`src/rtl/sdi_pkg.sv`:
```
// Shared definitions for the serial display link.
// Assumes the link framing is fixed: 3-bit IDs, 9-bit commands,
// 6-bit address field and 4-bit data nibbles.
package sdi_pkg;
    localparam int ID_W    = 3;
    localparam int CMD_W   = 9;
    localparam int NIB_W   = 4;
    localparam int AFLD_W  = 6;

    localparam logic [ID_W-1:0] ID_CMD   = 3'b100;
    localparam logic [ID_W-1:0] ID_READ  = 3'b110;
    localparam logic [ID_W-1:0] ID_WRITE = 3'b101;

    typedef enum logic [2:0] {
        ST_ID,
        ST_CMD,
        ST_ADDR,
        ST_WDATA,
        ST_RDATA,
        ST_HALT
    } link_st_t;
endpackage

```
`src/rtl/sdi_sync.sv`:
```
// Multi-stage synchronizer for a bundle of asynchronous pins.
// It also provides a one-cycle delayed copy of the output for edge detection.
// Assumes every pin is held stable for longer than STAGES+1 clock cycles.
module sdi_sync #(
    parameter int              W       = 4,
    parameter int              STAGES  = 2,
    parameter logic [W-1:0]    RST_VAL = '1
) (
    input  logic         clk,
    input  logic         rst_n,
    input  logic [W-1:0] d,
    output logic [W-1:0] q,
    output logic [W-1:0] q_d
);
    logic [W-1:0] pipe [STAGES];

    generate
        for (genvar g = 0; g < STAGES; g++) begin : g_stage
            if (g == 0) begin : g_first
                // Capture the raw pins into the first stage.
                always_ff @(posedge clk) begin
                    if (!rst_n) pipe[g] <= RST_VAL;
                    else        pipe[g] <= d;
                end
            end else begin : g_next
                // Pass the value on from the previous stage.
                always_ff @(posedge clk) begin
                    if (!rst_n) pipe[g] <= RST_VAL;
                    else        pipe[g] <= pipe[g-1];
                end
            end
        end
    endgenerate

    assign q = pipe[STAGES-1];

    // Hold the previous synchronized value for edge detection.
    always_ff @(posedge clk) begin
        if (!rst_n) q_d <= RST_VAL;
        else        q_d <= q;
    end
endmodule

```
`src/rtl/sdi_cmd_dec.sv`:
```
// Turns each completed 9-bit command word into setting registers and
// one-cycle clear pulses. Only the first eight bits are looked at.
// Assumes cmd_valid is a single-cycle strobe.
module sdi_cmd_dec
    import sdi_pkg::*;
(
    input  logic             clk,
    input  logic             rst_n,
    input  logic             cmd_valid,
    input  logic [CMD_W-1:0] cmd_word,
    output logic             sys_en,
    output logic             lcd_on,
    output logic             tmr_en,
    output logic             wdt_en,
    output logic             tone_on,
    output logic             tone_2k,
    output logic             irq_en,
    output logic [1:0]       clk_src,
    output logic             bias_third,
    output logic [1:0]       com_sel,
    output logic [2:0]       freq_code,
    output logic             clr_tmr_p,
    output logic             clr_wdt_p
);
    logic [3:0] hi;
    logic [3:0] lo;

    assign hi = cmd_word[8:5];
    assign lo = cmd_word[4:1];

    // Apply a decoded command to the settings and produce the clear pulses.
    always_ff @(posedge clk) begin
        if (!rst_n) begin
            sys_en     <= 1'b0;
            lcd_on     <= 1'b0;
            tmr_en     <= 1'b0;
            wdt_en     <= 1'b0;
            tone_on    <= 1'b0;
            tone_2k    <= 1'b0;
            irq_en     <= 1'b0;
            clk_src    <= 2'b10;
            bias_third <= 1'b0;
            com_sel    <= 2'b00;
            freq_code  <= 3'b000;
            clr_tmr_p  <= 1'b0;
            clr_wdt_p  <= 1'b0;
        end else begin
            clr_tmr_p <= 1'b0;
            clr_wdt_p <= 1'b0;
            if (cmd_valid) begin
                casez (hi)
                    4'b0000: begin
                        case (lo)
                            4'h0: sys_en  <= 1'b0;
                            4'h1: sys_en  <= 1'b1;
                            4'h2: lcd_on  <= 1'b0;
                            4'h3: lcd_on  <= 1'b1;
                            4'h4: tmr_en  <= 1'b0;
                            4'h5: wdt_en  <= 1'b0;
                            4'h6: begin tmr_en <= 1'b1; wdt_en <= 1'b0; end
                            4'h7: begin wdt_en <= 1'b1; tmr_en <= 1'b0; end
                            4'h8: tone_on <= 1'b0;
                            4'h9: tone_on <= 1'b1;
                            4'hD: clr_tmr_p <= 1'b1;
                            4'hF: clr_wdt_p <= 1'b1;
                            default: ;
                        endcase
                    end
                    4'b0001: if (lo[3:2] != 2'b00) clk_src <= lo[3:2];
                    4'b0010: begin
                        if (lo[3:2] != 2'b11) begin
                            com_sel    <= lo[3:2];
                            bias_third <= lo[0];
                        end
                    end
                    4'b010?: tone_2k   <= 1'b0;
                    4'b011?: tone_2k   <= 1'b1;
                    4'b100?: irq_en    <= lo[3];
                    4'b101?: freq_code <= lo[2:0];
                    default: ;
                endcase
            end
        end
    end
endmodule

```
`src/rtl/sdi_link.sv`:
```
// Slave side of the three-wire serial display link.
// It decodes the mode ID, then runs command, read, write or
// read-modify-write phases against an external 32x4 memory.
// Assumes mem_rdata follows mem_addr combinationally, and that
// link pins are slow compared with clk.
module sdi_link
    import sdi_pkg::*;
#(
    parameter int ADDR_W      = 5,
    parameter int SYNC_STAGES = 2
) (
    input  logic              clk,
    input  logic              rst_n,
    input  logic              ser_cs_n,
    input  logic              ser_wr_n,
    input  logic              ser_rd_n,
    input  logic              ser_din,
    output logic              ser_dout,
    output logic              ser_doe,
    output logic [ADDR_W-1:0] mem_addr,
    output logic              mem_we,
    output logic [NIB_W-1:0]  mem_wdata,
    input  logic [NIB_W-1:0]  mem_rdata,
    output logic              sys_en,
    output logic              lcd_on,
    output logic              tmr_en,
    output logic              wdt_en,
    output logic              tone_on,
    output logic              tone_2k,
    output logic              irq_en,
    output logic [1:0]        clk_src,
    output logic              bias_third,
    output logic [1:0]        com_sel,
    output logic [2:0]        freq_code,
    output logic              clr_tmr_p,
    output logic              clr_wdt_p
);
    localparam int CNT_W = $clog2(CMD_W) + 1;
    localparam int IDX_W = $clog2(NIB_W);

    logic [3:0] pins_s;
    logic [3:0] pins_d;
    logic       cs_s;
    logic       din_s;
    logic       wr_rise;
    logic       rd_fall;

    link_st_t            state;
    logic [CNT_W-1:0]    bit_cnt;
    logic [ID_W-2:0]     id_sh;
    logic [CMD_W-2:0]    cmd_sh;
    logic                rd_mode;
    logic [ADDR_W-1:0]   addr;
    logic [NIB_W-2:0]    nib_sh;
    logic [IDX_W-1:0]    rd_idx;
    logic                dout_q;
    logic                doe_q;
    logic                we_q;
    logic [NIB_W-1:0]    wdata_q;
    logic                cmd_valid;
    logic [CMD_W-1:0]    cmd_word;

    sdi_sync #(
        .W       (4),
        .STAGES  (SYNC_STAGES),
        .RST_VAL (4'hF)
    ) u_sync (
        .clk   (clk),
        .rst_n (rst_n),
        .d     ({ser_cs_n, ser_wr_n, ser_rd_n, ser_din}),
        .q     (pins_s),
        .q_d   (pins_d)
    );

    assign cs_s    = pins_s[3];
    assign din_s   = pins_s[0];
    assign wr_rise = pins_s[2] & ~pins_d[2];
    assign rd_fall = ~pins_s[1] & pins_d[1];

    // Link state machine: ID, command, address and data phases.
    always_ff @(posedge clk) begin
        if (!rst_n) begin
            state     <= ST_ID;
            bit_cnt   <= '0;
            id_sh     <= '0;
            cmd_sh    <= '0;
            rd_mode   <= 1'b0;
            addr      <= '0;
            nib_sh    <= '0;
            rd_idx    <= '0;
            dout_q    <= 1'b0;
            doe_q     <= 1'b0;
            we_q      <= 1'b0;
            wdata_q   <= '0;
            cmd_valid <= 1'b0;
            cmd_word  <= '0;
        end else begin
            we_q      <= 1'b0;
            cmd_valid <= 1'b0;
            if (we_q) addr <= addr + 1'b1;
            if (cs_s) begin
                state   <= ST_ID;
                bit_cnt <= '0;
                rd_idx  <= '0;
                doe_q   <= 1'b0;
            end else if (wr_rise) begin
                case (state)
                    ST_ID: begin
                        id_sh <= {id_sh[0], din_s};
                        if (bit_cnt == CNT_W'(ID_W - 1)) begin
                            bit_cnt <= '0;
                            case ({id_sh, din_s})
                                ID_CMD:   state <= ST_CMD;
                                ID_READ:  begin state <= ST_ADDR; rd_mode <= 1'b1; end
                                ID_WRITE: begin state <= ST_ADDR; rd_mode <= 1'b0; end
                                default:  state <= ST_HALT;
                            endcase
                        end else begin
                            bit_cnt <= bit_cnt + 1'b1;
                        end
                    end
                    ST_CMD: begin
                        cmd_sh <= {cmd_sh[CMD_W-3:0], din_s};
                        if (bit_cnt == CNT_W'(CMD_W - 1)) begin
                            bit_cnt   <= '0;
                            cmd_valid <= 1'b1;
                            cmd_word  <= {cmd_sh, din_s};
                        end else begin
                            bit_cnt <= bit_cnt + 1'b1;
                        end
                    end
                    ST_ADDR: begin
                        addr <= {addr[ADDR_W-2:0], din_s};
                        if (bit_cnt == CNT_W'(AFLD_W - 1)) begin
                            bit_cnt <= '0;
                            rd_idx  <= '0;
                            state   <= rd_mode ? ST_RDATA : ST_WDATA;
                        end else begin
                            bit_cnt <= bit_cnt + 1'b1;
                        end
                    end
                    ST_WDATA: begin
                        doe_q  <= 1'b0;
                        nib_sh <= {din_s, nib_sh[NIB_W-2:1]};
                        if (bit_cnt == CNT_W'(NIB_W - 1)) begin
                            bit_cnt <= '0;
                            rd_idx  <= '0;
                            we_q    <= 1'b1;
                            wdata_q <= {din_s, nib_sh};
                        end else begin
                            bit_cnt <= bit_cnt + 1'b1;
                        end
                    end
                    default: ;
                endcase
            end else if (rd_fall) begin
                case (state)
                    ST_RDATA: begin
                        dout_q <= mem_rdata[rd_idx];
                        doe_q  <= 1'b1;
                        rd_idx <= rd_idx + 1'b1;
                        if (rd_idx == IDX_W'(NIB_W - 1)) addr <= addr + 1'b1;
                    end
                    ST_WDATA: begin
                        dout_q <= mem_rdata[rd_idx];
                        doe_q  <= 1'b1;
                        rd_idx <= rd_idx + 1'b1;
                    end
                    default: ;
                endcase
            end
        end
    end

    assign ser_dout  = dout_q;
    assign ser_doe   = doe_q;
    assign mem_addr  = addr;
    assign mem_we    = we_q;
    assign mem_wdata = wdata_q;

    sdi_cmd_dec u_dec (
        .clk        (clk),
        .rst_n      (rst_n),
        .cmd_valid  (cmd_valid),
        .cmd_word   (cmd_word),
        .sys_en     (sys_en),
        .lcd_on     (lcd_on),
        .tmr_en     (tmr_en),
        .wdt_en     (wdt_en),
        .tone_on    (tone_on),
        .tone_2k    (tone_2k),
        .irq_en     (irq_en),
        .clk_src    (clk_src),
        .bias_third (bias_third),
        .com_sel    (com_sel),
        .freq_code  (freq_code),
        .clr_tmr_p  (clr_tmr_p),
        .clr_wdt_p  (clr_wdt_p)
    );
endmodule

```
`config.mk`:
```
export PLATFORM = sky130hd
export DESIGN_NAME = sdi_link
export DESIGN_NICKNAME = d
export VERILOG_FILES = /design/src/rtl/sdi_pkg.sv /design/src/rtl/sdi_sync.sv /design/src/rtl/sdi_cmd_dec.sv /design/src/rtl/sdi_link.sv
export SDC_FILE = /design/constraint.sdc
export NUM_CORES = 1
export LEC_CHECK = 0
export BUFFER_PORTS_ARGS = -buffer_cell sky130_fd_sc_hd__buf_4
export CAP_MARGIN = 0
export CORE_MARGIN = 10
export CORE_UTILIZATION = 55
export CTS_CLUSTER_DIAMETER = 80
export DETAILED_ROUTE_END_ITERATION = 6
export PLACE_DENSITY = 0.76
export RECOVER_POWER = 100
export SYNTH_ARGS = -nofsm -noshare
export SYNTH_HDL_FRONTEND = slang
export SYNTH_SLANG_ARGS = --single-unit
```
`constraint.sdc`:
```
create_clock -name clk -period 5.1 [get_ports clk]
set_clock_uncertainty 0.1 [all_clocks]
set_input_delay 1.02 -clock clk [delete_from_list [all_inputs] [get_ports clk]]
set_output_delay 1.02 -clock clk [all_outputs]
set_load 0.1 [all_outputs]
```
Word-level counts from Yosys, hierarchy flattened --
Memory sizes are Yosys's and may differ from the RTL's. Index checks and enable logic that the tools add are counted.
Word-level totals: flip-flop bits (word level) 66, bits in latches 0, bits in writable memories 8, bits in read-only memories 0, input port bits 10, memories 1
Memories:
- u_sync.pipe | words 2, bits a word 4, read ports 2, clocked after Yosys merged registers in 0, write ports 2, RTL line sdi_sync.sv:15 | logic [W-1:0] pipe [STAGES];
Operators by class: $add $sub $neg 3, multipliers 0, divide/modulo/power cells 0, order comparisons 1, eq/ne operators 36, shift operators 0, muxes and demuxes 44, bitwise gates (word level) 11, reductions and logical operators 44
Operators with widths (number):
- 5-bit two-way mux | 11
- 3-bit AND reduction | 12
- 2-bit nonzero test | 11
- 5-bit one-hot mux with 4 select lines | 1
- 3-bit == test (second input constant) | 6
- 4-bit by 3-bit == test with 1-bit output (second input constant) | 4
- 4-bit == test (second input constant) | 4
- 4-bit AND reduction | 4
- 1-bit one-hot mux with 2 select lines | 7
- 3-bit by 2-bit == test with 1-bit output (second input constant) | 4
- 4-bit by 2-bit == test with 1-bit output (second input constant) | 3
- 3-bit one-hot mux with 2 select lines | 2
- 1-bit two-way mux | 11
- 5-bit by 1-bit adder with 5-bit output (second input constant) | 2
- 5-bit by 2-bit == test with 1-bit output (second input constant) | 2
- 2-bit two-way mux | 5
- 5-bit AND reduction | 2
- 2-bit OR reduction | 5
- 3-bit two-way mux | 3
- 4-bit by 1-bit == test with 1-bit output (second input constant) | 2
- 4-bit logical NOT | 2
- 4-bit two-way mux | 2
- 2-bit AND reduction | 4
- 4-bit OR reduction | 2
- other kinds (17) | 28

Depth between registers and ports, before layout --
word-level depth 7, mapped depth 7, gate-level depth less buffers 6

Cells and area by module --
From an unflattened synthesis, not the netlist that was laid out.
Unflattened totals: cell total of the unflattened synthesis 379, area total of the unflattened synthesis 3553.4 µm²
Modules (own cells, without submodules):
- sdi_link | times used 1, cells each 268, area each 2436.1 µm², sequential area each 920.9 µm²
- sdi_cmd_dec | times used 1, cells each 86, area each 778.2 µm², sequential area each 340.3 µm²
- sdi_sync | times used 1, cells each 25, area each 339.1 µm², sequential area each 240.2 µm²

Least setup slack after synthesis --
No wires, ideal clock.
path type reg-to-reg, start register addr[0], in the netlist mem_addr[0], end register addr[4], in the netlist mem_addr[4], arrival time 1.977 ns, data required time 4.908 ns, setup slack 2.931 ns, cell stages (with the launch flop) 6, path buffers 0, cells stage by stage dfxtp_1 ha_1 nand3_1 xor2_1 o32a_1 o32ai_1
On the way: longest elaborated chain between the ends 7, elaborated cells on any way between the ends 8, classes of those cells 1 x add/sub; 7 x mux
RTL lines:
- start, declared | RTL line sdi_link.sv:53 | logic [ADDR_W-1:0] addr;
- start signal, assigned | RTL line sdi_link.sv:100 | if (we_q) addr <= addr + 1'b1;
- start signal, assigned | RTL line sdi_link.sv:133 | addr <= {addr[ADDR_W-2:0], din_s};
- start signal, assigned | RTL line sdi_link.sv:162 | if (rd_idx == IDX_W'(NIB_W - 1)) addr <= addr + 1'b1;
- 5-bit by 1-bit adder with 5-bit output * | RTL line sdi_link.sv:100, sdi_link.sv:162
- 5-bit two-way mux | RTL line sdi_link.sv:100
- 5-bit two-way mux | RTL line sdi_link.sv:162
- 5-bit two-way mux | RTL line sdi_link.sv:157 | case (state)
- 5-bit two-way mux | RTL line sdi_link.sv:156 | end else if (rd_fall) begin
- 5-bit two-way mux | RTL line sdi_link.sv:106 | end else if (wr_rise) begin
- 5-bit two-way mux * | RTL line sdi_link.sv:101 | if (cs_s) begin
Every way passes the cells marked *; elsewhere a longest branch is shown, timed or not. A chain may end at the register's enable or synchronous reset.

Worst setup path after layout --
start register state[2], end register cmd_word[5]
On the way: longest elaborated chain between the ends 2
RTL lines:
- start, declared | RTL line sdi_link.sv:48 | link_st_t state;
- start signal, assigned | RTL line sdi_link.sv:137 | state <= rd_mode ? ST_RDATA : ST_WDATA;
- 3-bit by 1-bit == test with 1-bit output | RTL line sdi_link.sv:107 | case (state)
- 4-bit AND reduction (no source line)
- end signal, assigned | RTL line sdi_link.sv:127 | cmd_word <= {cmd_sh, din_s};
- end, declared | RTL line sdi_link.sv:61 | logic [CMD_W-1:0] cmd_word;
No other way between the ends.

==> results.md <==
* Clock slew at reported path FFs at 0.08 ns
* Post-synth top area cell: dfxtp_1
* WP data arrival at 3.56 ns
* Num CTS Buffers at 9
* Maxcap violations at 2
* First-pass iteration count of the detailed router at 4
* Worst hold slack at 0.303 ns
* Distinct cells, synth at 60
* DIE AREA at 9590 um2
* Status: finished, violations left
* Drt drc at 0
* Static Leak at 1.39 nW
* Netlist Area Pre-Place at roughly 3300 um2
* Core area at 5920 um2
* PortBufs at 38
* Max Buffers Root-to-Sink at 2
* Via/cell ratio at ~5.8
* Setup TNS at 0 ns
* Yosys reg bits at 72
* Die width at between 90 and 100 um
* Post-DP Area at 3620 um2
* Post-route ant nets at 0
* FFs w/ async S/R, synth at 0%
* Syn nets at a little under 400
* Req. time, crit path at 5.16 ns
* Nets@finish at between 400 and 500
* # rows at 28
* Setup-violating endpoint count in the final report at 0
* Clk Tree Root Cell: clkbuf_8
* R2R Path Start: state[2]$_SDFFE_PP0P_
* Multi-input logic area at approximately 1800 um2
* Grt ovf at 0
* Fin area at 3660 um2
* Fmax at about 290 MHz
* Vias in the first global route at 2,539
* CTS tree: yes
* Io pins at 39
* Syn_area_per_cell at 8.93 um2
* Hold buffer count at cts at 0
* CP Launch Type: flop
* Sequential share of the synthesized area at a little over two fifths
* Share of the synthesized area in the top cell type at 43.2%
* Synthesis-to-layout area growth at 9.67%
* Top post-synthesis cells by area: dfxtp_1 (43%), mux2i_1 (7.5%), nand3_1 (4.5%), nand2_1 (4.2%), nor2_1 (3.9%)
* Ys Warns at 0
* Largest net degree at the start of global routing at 43
* Rel. slew slack at -21.7%
* RSZ-0062 raised after global routing: no
* Tmin final at between 3 and 4 ns
* Cell Pwr Density at 271 nW/um2
* Synth Instances at 374
* Antenna violations before repair at 0
* Top_reg_cell synth: dfxtp_1
* Crit. End Element: flop
* Hold WC Path Type: flop to flop
* Filler cell count at 542
* Clock latency on the worst-skew pair at 0.35 ns
* Antenna diodes at 0
* Maximum level of the CTS H-tree at 3
* Failing checks: capacitance limit, slew limit
* Final Max Slew Viols at 56
* Via Count at 2,749
* Drt initial violations at 129
* Worst Tran Pin Value at 1.83 ns
* Post-CTS setup buffers at 0
* Initial Util at approximately 56%
* GRT Total Usage at 14.7%
* Top cells by count, synth: dfxtp_1 (72), nand2_1 (37), nor2_1 (35)
* Post-CTS sizing at 0
* Most frequent cell after synthesis: dfxtp_1
* WL/cell at 15.1 um
* Routed WL at 7.24 mm
* Worst Path Class, Setup: flop to flop
* Max VDD drop at 0.185 mV
* Final Hold Viols at 0
* Post-synth EDFFs at 0
* Period utilization at 68.7%
* Hold path startpoint: u_sync.pipe[0][1]$_SDFF_PN1_
* Detailed placement HPWL at slightly above 5 mm
* Layout cells sized above 1 at 8.93%
* Die height at 97.9 um
* Crit-path max FO at 13
* Clock sink total at 72
* First-pass GRT wire length at 12.0 mm
* Final GP Congestion at 0.829
* Origin of the worst setup path: state[2]$_SDFFE_PP0P_
* Sequential cell area at 1440 um2
## critical path, stage by stage, from the launching register on
cell and delay [ns]:
dfxtp_1 0.43, nor4b_1 1.51, nand3_1 0.86, mux2i_1 0.36, nor2_1 0.06
## per-layer routing
metal	track usage, %	part of all wire (%)
met2	23.2	48
met4	7.38	1.8
met1	18.2	46
met3	3.59	5.0
met5	0	0
## where the power goes
group	total, mW	internal [mW]	switching, mW
clock network	0.397	0.186	0.211
registers	0.569	0.565	0.00386
logic	0.0268	0.00944	0.0174
total	0.993	0.761	0.233
## layout make-up
type                    instances  area share, %
inverters                       7          0.717
well taps                      75           2.56
flip-flops and latches         72           39.4
clock buffers                  10           3.76
repair buffers                 39           4.82
multi-input cells             270           47.9
clock inverters                 5          0.922
## cell usage in the layout (no fill, tap or decap), types with 2 or more instances in the layout
master,count
a211o_1,3
a21oi_1,26
a31oi_1,2
a41oi_1,3
and2_1,3
and3_1,2
and3b_1,3
buf_4,8
clkbuf_1,31
clkbuf_8,10
clkinv_2,2
clkinvlp_4,2
dfxtp_1,72
ha_1,6
inv_1,7
mux2i_1,25
nand2_1,37
nand2b_1,13
nand3_1,30
nand3b_1,4
nand4_1,9
nand4b_1,4
nor2_1,35
nor2b_1,9
nor3_1,3
nor3b_1,3
nor3b_2,2
nor4b_1,2
o211ai_1,4
o21ai_0,8
o41ai_1,2
or3b_1,2
xor2_1,3
## flip-flops by register name (all words and copies together) (netlist names), 2 cells and up
register,flops
nib_sh,3
rd_idx,2
u_dec.freq_code,3
id_sh,2
bit_cnt,5
cmd_sh,8
state,3
u_dec.com_sel,2
u_sync.pipe,8
mem_addr,5
mem_wdata,4
u_sync.q_d,2
cmd_word,8
u_dec.clk_src,2
## path summary, 6_finish.rpt
kind | endpoint | depth (start not counted) | slack, ns
setup / recovery | cmd_word[5]$_SDFFE_PN0P_ | 4 | 1.60
hold / removal | u_sync.pipe[1][1]$_SDFF_PN1_ | 1 | 0.30
setup reg to reg | cmd_word[5]$_SDFFE_PN0P_ | 4 | 1.60
hold reg to reg | u_sync.pipe[1][1]$_SDFF_PN1_ | 1 | 0.30
## kinds of logic (layout without fill, tap and decap cells)
kind of cell,count (synthesis),count (layout),synth area share [%]
fa+ha+maj,6,6,2.25
xor+xnor,4,4,1.05
mux,27,27,8.50
flops,72,72,43.2
simple gates,169,169,28.2
buf+inv,32,61,3.93
compound gates,64,64,12.9
## through the flow
stage | utilization [%] | setup slack (ns) | cells | power, mW
2_1_floorplan | - | 2.93 | 374 | 0.599
3_3_place_gp | 61.2 | 2.61 | 463 | 0.610
3_5_place_dp | 61.2 | 2.50 | 463 | 0.611
4_1_cts | 64.1 | 2.49 | 478 | 1.00
5_1_grt | 61.9 | 1.13 | 478 | 1.03
6_report | 61.9 | 1.60 | 478 | 0.993
Power figures use the tool's default switching activity.
